===== src/rtl/btn_settle_pkg.sv =====
package btn_settle_pkg;
   typedef enum logic [1:0] {
      ST_SELECT  = 2'd0,
      ST_PRESS   = 2'd1,
      ST_RELEASE = 2'd2
   } flt_state_t;
endpackage


===== src/rtl/btn_edge_front.sv =====
module btn_edge_front #(
   parameter int SYNC_STAGES = 2,
   parameter int SETTLE_CYC  = 5000
) (
   input  logic clk,
   input  logic rst_n,
   input  logic pin_n,
   output logic fall_pulse,
   output logic rise_pulse,
   output logic armed
);
   localparam int CW = $clog2(SETTLE_CYC + 1);

   logic [SYNC_STAGES-1:0] chain;
   logic                   synced;

   generate
      if (SYNC_STAGES < 2) begin : g_bad_sync
         $error("SYNC_STAGES must be at least 2");
      end
      if (SETTLE_CYC < 1) begin : g_bad_settle
         $error("SETTLE_CYC must be at least 1");
      end
      for (genvar i = 0; i < SYNC_STAGES; i++) begin : g_sync
         if (i == 0) begin : g_first
            always_ff @(posedge clk or negedge rst_n) begin
               if (!rst_n) chain[0] <= 1'b1;
               else        chain[0] <= pin_n;
            end
         end else begin : g_next
            always_ff @(posedge clk or negedge rst_n) begin
               if (!rst_n) chain[i] <= 1'b1;
               else        chain[i] <= chain[i-1];
            end
         end
      end
   endgenerate

   assign synced = chain[SYNC_STAGES-1];

   // down-going pair idles high, up-going pair idles low
   logic dn_cur, dn_prev, up_cur, up_prev;
   always_ff @(posedge clk or negedge rst_n) begin
      if (!rst_n) begin
         dn_cur  <= 1'b1;
         dn_prev <= 1'b1;
         up_cur  <= 1'b0;
         up_prev <= 1'b0;
      end else begin
         dn_cur  <= synced;
         dn_prev <= dn_cur;
         up_cur  <= synced;
         up_prev <= up_cur;
      end
   end

   // power-up settling gate, sticky once set
   logic [CW-1:0] settle_cnt;
   always_ff @(posedge clk or negedge rst_n) begin
      if (!rst_n) begin
         settle_cnt <= '0;
         armed      <= 1'b0;
      end else if (!armed) begin
         if (settle_cnt == CW'(SETTLE_CYC - 1)) armed <= 1'b1;
         else                                   settle_cnt <= settle_cnt + 1'b1;
      end
   end

   assign fall_pulse = armed & ~dn_cur & dn_prev;
   assign rise_pulse = armed & up_cur & ~up_prev;
endmodule


===== src/rtl/btn_window_fsm.sv =====
module btn_window_fsm
   import btn_settle_pkg::*;
#(
   parameter int MS_CYC    = 50000,
   parameter int WINDOW_MS = 10
) (
   input  logic                           clk,
   input  logic                           rst_n,
   input  logic                           fall_pulse,
   input  logic                           rise_pulse,
   output logic                           level,
   output flt_state_t                     state,
   output logic [$clog2(MS_CYC)-1:0]      pre_cnt,
   output logic [$clog2(WINDOW_MS+1)-1:0] ms_cnt
);
   localparam int PW = $clog2(MS_CYC);
   localparam int MW = $clog2(WINDOW_MS + 1);

   generate
      if (MS_CYC < 2)    begin : g_bad_ms  $error("MS_CYC must be at least 2");    end
      if (WINDOW_MS < 1) begin : g_bad_win $error("WINDOW_MS must be at least 1"); end
   endgenerate

   logic count_en, tick, last;
   assign count_en = (state != ST_SELECT);
   assign tick     = count_en && (pre_cnt == PW'(MS_CYC - 1));
   assign last     = tick && (ms_cnt == MW'(WINDOW_MS - 1));

   always_ff @(posedge clk or negedge rst_n) begin
      if (!rst_n) begin
         state   <= ST_SELECT;
         pre_cnt <= '0;
         ms_cnt  <= '0;
         level   <= 1'b0;
      end else begin
         case (state)
            ST_SELECT: begin
               pre_cnt <= '0;
               ms_cnt  <= '0;
               if (fall_pulse)      state <= ST_PRESS;
               else if (rise_pulse) state <= ST_RELEASE;
            end
            ST_PRESS, ST_RELEASE: begin
               if (last) begin
                  level   <= (state == ST_PRESS);
                  state   <= ST_SELECT;
                  pre_cnt <= '0;
                  ms_cnt  <= '0;
               end else if (tick) begin
                  pre_cnt <= '0;
                  ms_cnt  <= ms_cnt + 1'b1;
               end else begin
                  pre_cnt <= pre_cnt + 1'b1;
               end
            end
            default: state <= ST_SELECT;
         endcase
      end
   end
endmodule


===== src/rtl/btn_settle.sv =====
module btn_settle
   import btn_settle_pkg::*;
#(
   parameter int CLK_HZ      = 50_000_000,
   parameter int SETTLE_US   = 100,
   parameter int WINDOW_MS   = 10,
   parameter int SYNC_STAGES = 2
) (
   input  logic clk,
   input  logic rst_n,
   input  logic key_n_raw,
   output logic key_held
);
   localparam int MS_CYC     = CLK_HZ / 1000;
   localparam int SETTLE_CYC = (MS_CYC * SETTLE_US) / 1000;
   localparam int PW         = $clog2(MS_CYC);
   localparam int MW         = $clog2(WINDOW_MS + 1);

   generate
      if (CLK_HZ < 2000)  begin : g_bad_clk    $error("CLK_HZ too low for 1 ms tick"); end
      if (SETTLE_CYC < 1) begin : g_bad_settle $error("settling time rounds to zero"); end
   endgenerate

   logic       fall_pulse, rise_pulse, armed;
   flt_state_t state;
   logic [PW-1:0] pre_cnt;
   logic [MW-1:0] ms_cnt;

   btn_edge_front #(
      .SYNC_STAGES (SYNC_STAGES),
      .SETTLE_CYC  (SETTLE_CYC)
   ) u_front (
      .clk        (clk),
      .rst_n      (rst_n),
      .pin_n      (key_n_raw),
      .fall_pulse (fall_pulse),
      .rise_pulse (rise_pulse),
      .armed      (armed)
   );

   btn_window_fsm #(
      .MS_CYC    (MS_CYC),
      .WINDOW_MS (WINDOW_MS)
   ) u_fsm (
      .clk        (clk),
      .rst_n      (rst_n),
      .fall_pulse (fall_pulse),
      .rise_pulse (rise_pulse),
      .level      (key_held),
      .state      (state),
      .pre_cnt    (pre_cnt),
      .ms_cnt     (ms_cnt)
   );
endmodule


===== config.mk =====
export PLATFORM = sky130hd
export DESIGN_NAME = btn_settle
export DESIGN_NICKNAME = d
export VERILOG_FILES = /design/src/rtl/btn_settle_pkg.sv /design/src/rtl/btn_edge_front.sv /design/src/rtl/btn_window_fsm.sv /design/src/rtl/btn_settle.sv
export SDC_FILE = /design/constraint.sdc
export NUM_CORES = 1
export LEC_CHECK = 0
export BUFFER_PORTS_ARGS = -buffer_cell sky130_fd_sc_hd__buf_2
export CAP_MARGIN = 20
export CORE_MARGIN = 4
export CORE_UTILIZATION = 66
export DETAILED_ROUTE_END_ITERATION = 8
export GPL_TIMING_DRIVEN = 0
export PLACE_DENSITY_LB_ADDON = 0.08
export RECOVER_POWER = 25
export SLEW_MARGIN = 30
export SYNTH_ARGS = -nofsm -noshare
export SYNTH_HDL_FRONTEND = slang
export SYNTH_SLANG_ARGS = --single-unit

===== constraint.sdc =====
create_clock -name clk -period 4.2 [get_ports clk]
set_input_delay 0.42 -clock clk [delete_from_list [all_inputs] [get_ports clk]]
set_output_delay 0.42 -clock clk [all_outputs]
set_load 0.005 [all_outputs]

==> results by group <==
STA
  – Fin crit period: 2381 ps
  – Final worst slack: 1819 ps
  – Setup Skew: 16.63 ps
  – Final Slew Violations: 44
  – Max Clk Rate: 420.1 MHz
  – Period utilization: 56.68%
  – Relative max-transition margin: -46.28%
  – Unrepaired setup endpoints after global routing: false
  – Setup_tns: 0 ps
  – Fin. Hold Viols: 0
  – Worst Tran Pin Value: 2194 ps
  – Setup-failing EPs final: 0

Clock network
  – H-Tree Depth: 2
  – Bufs on Longest Clock Path: 2
  – Clock slew at reported path FFs: 130 ps
  – Post-CTS Setup Inserts: 0
  – CTS root buffer: clkbuf_4
  – PostCTS Resize Cnt: 0
  – Total CTS buffers: 5
  – CTS sink count: 43
  – Hold_buf cts: 0
  – Clk_lat worst skew: 370 ps
  – CTS tree: done

Detailed routing
  – Drt wl/cell: 16.23 um
  – Post-route ant nets: 0
  – Routed vias/inst: 6.333
  – Via count: 1,672
  – TritonRoute pass-1 iters: 4
  – WL final: 4286 um
  – Initial DRC count: 188
  – # DRC: 0

Global routing
  – Met1 Use GR: 27.80%
  – GR peak layer: met2
  – GRT Overall Usage: 22.98%
  – Met3 usage: 6.122%
  – Number of global-route vias before repair: 1,679
  – Met2 Usage GRT: 37.67%
  – First-pass GRT wire length: 7486 um
  – Largest net degree at the start of global routing: 44
  – Initial antenna violation count: 0
  – GRT overflow: 0

Final layout
  – Antenna diodes: 0
  – Leading cell types in the layout, fill and taps excluded: dfrtp_1, nand2_1, xnor2_1
  – Fill count: 220
  – Most common cell after layout, fill and taps aside: dfrtp_1
  – Share of cells above drive strength 1: 11.82%
  – Post-Layout Inst Area: 0.002360 mm^2
  – Cell Count, Final, Fillers Out: 264
  – Nets@finish: 229
  – Area delta synth->final: 7.037%

Die
  – Ports: 4
  – Die area: 0.004329 mm^2
  – Initial Util: 70.48%
  – Chip width: 65.80 um
  – Core ar.: 0.003128 mm^2
  – Row count: 20
  – Die Y-Extent: 65.80 um

Power and ir drop
  – VDD IR max: 0.0002986 V
  – Final Power: 0.7051 mW
  – P_leak: 0.9827 nW
  – Pwr dens: 298.8 mW/mm^2

Yosys
  – Top_reg_cell synth: dfrtp_1
  – Avg Inst Size Synth: 10.55 um^2
  – EDFF count, synth: 0
  – Post-synth top area share: 44.27%
  – Syn Inst Count: 209
  – Syn. warnings: 0
  – Asr flop ratio synth: 100.0%
  – Mapped Nets: 219
  – Cell taking the most area after synthesis: dfrtp_1
  – Netlist Area Pre-Place: 0.002205 mm^2
  – Synth Register Bits: 43
  – Sequential share of the synthesized area: 49.04%
  – Synth cell types: 53
  – Top cells by area, synth: dfrtp_1, xnor2_1, dfstp_2

Place
  – RePlAce Congestion: 0.8508
  – Dpl cell area: 0.002275 mm^2
  – Detailed placer's ending HPWL: 3137 um
  – Placed cells: 256
  – Pre-CTS WS: 1887 ps
  – IO buf count: 3

Worst setup path
  – Crit path DAT: 2610 ps
  – CP Launch Type: flop
  – CP required: 4430 ps
  – Worst-case reg-to-reg path depth: 6
  – Setup CP Type: reg2reg
  – Critical Path Fanout Max: 10
  – Critical Path Sink Type: flop

Run
  – Max-Cap Viols: 1

Run status
  – Failing checks: capacitance limit, slew limit
  – Status: finished with violations

Hold path
  – Worst min-delay path class: in2reg
  – Hold path cells: 1
sequential cells by signal (all words and copies together) (netlist names):
name and cells:
u_front.armed 1, u_front.chain 1, u_front.dn_cur 1, u_front.dn_prev 1, u_front.settle_cnt 13, u_front.synced 1
u_front.up_cur 1, u_front.up_prev 1, u_fsm.level 1, u_fsm.ms_cnt 4, u_fsm.pre_cnt 16, u_fsm.state 2
final cells by class:
type	count	area [um^2]	share of cell area, %
Timing Repair Buffer	3	13.76	0.5832
Clock inverter	2	35.03	1.485
Tap cell	44	55.05	2.333
Buffer	4	17.52	0.7423
Clock buffer	6	51.30	2.174
Sequential cell	43	1081	45.81
Multi-Input combinational cell	151	1065	45.12
Inverter	11	41.29	1.750
synthesized netlist by cell type (3+ instances only):
cell and count:
o21ai_1 6, and4b_1 3, nor2_1 13, o31ai_1 3, inv_1 10, nand4_1 5
nand2_1 18, mux2i_1 3, nand3b_1 4, a211oi_1 3, or4_1 3, nor4_1 5
xnor2_1 15, o21ai_0 3, xor2_1 4, ha_1 7, dfstp_2 4, and3_1 4
nand3_1 10, nor3_1 8, dfrtp_1 39
metal layers:
metal | part of all wire [%] | wire length (um)
met1 | 43 | 1835
met2 | 49 | 2109
met3 | 5.0 | 216
met4 | 2.9 | 125
met5 | 0 | 0
through the flow:
step                      hold slack, ps  utilization, %
after detailed placement           351.0           72.72
after global placement             349.6           72.72
after CTS                          132.4           75.48
after floorplan                    124.4               -
final                              146.3           75.44
after global routing               120.0           75.44
kinds of logic after synthesis:
kind of cell | count (synthesis) | synth area share, %
flops | 43 | 49.04
mux | 5 | 2.384
buf+inv | 15 | 2.667
xor+xnor | 19 | 7.548
fa+ha+maj | 7 | 3.973
compound gates | 29 | 9.308
simple gates | 91 | 25.09
power breakdown:
group | internal [mW] | total (mW) | switching, mW
logic | 0.000602 | 0.00815 | 0.00755
registers | 0.418 | 0.420 | 0.00137
clock network | 0.141 | 0.277 | 0.136
critical path, stage by stage, from the launching register on:
cell and delay, ps:
dfrtp_1 420, inv_1 70, ha_1 270, nor4b_2 340, nand4_1 420, a21oi_2 600, nor2_1 140
final timing paths:
| path | from | to | slack (ps) |
|---|---|---|---|
| setup / recovery | u_fsm.state[0] | u_fsm.pre_cnt[7] | 1820 |
| hold / removal | key_n_raw | u_front.chain[0] | 150 |
| setup reg to reg | u_fsm.state[0] | u_fsm.pre_cnt[7] | 1820 |
| hold reg to reg | u_front.chain[0] | u_front.synced | 370 |
| max in group asynchronous | rst_n | u_front.settle_cnt[6] | 2260 |
| min in group asynchronous | rst_n | u_fsm.pre_cnt[6] | 680 |
Note: power is estimated with default switching activity, not from simulation.
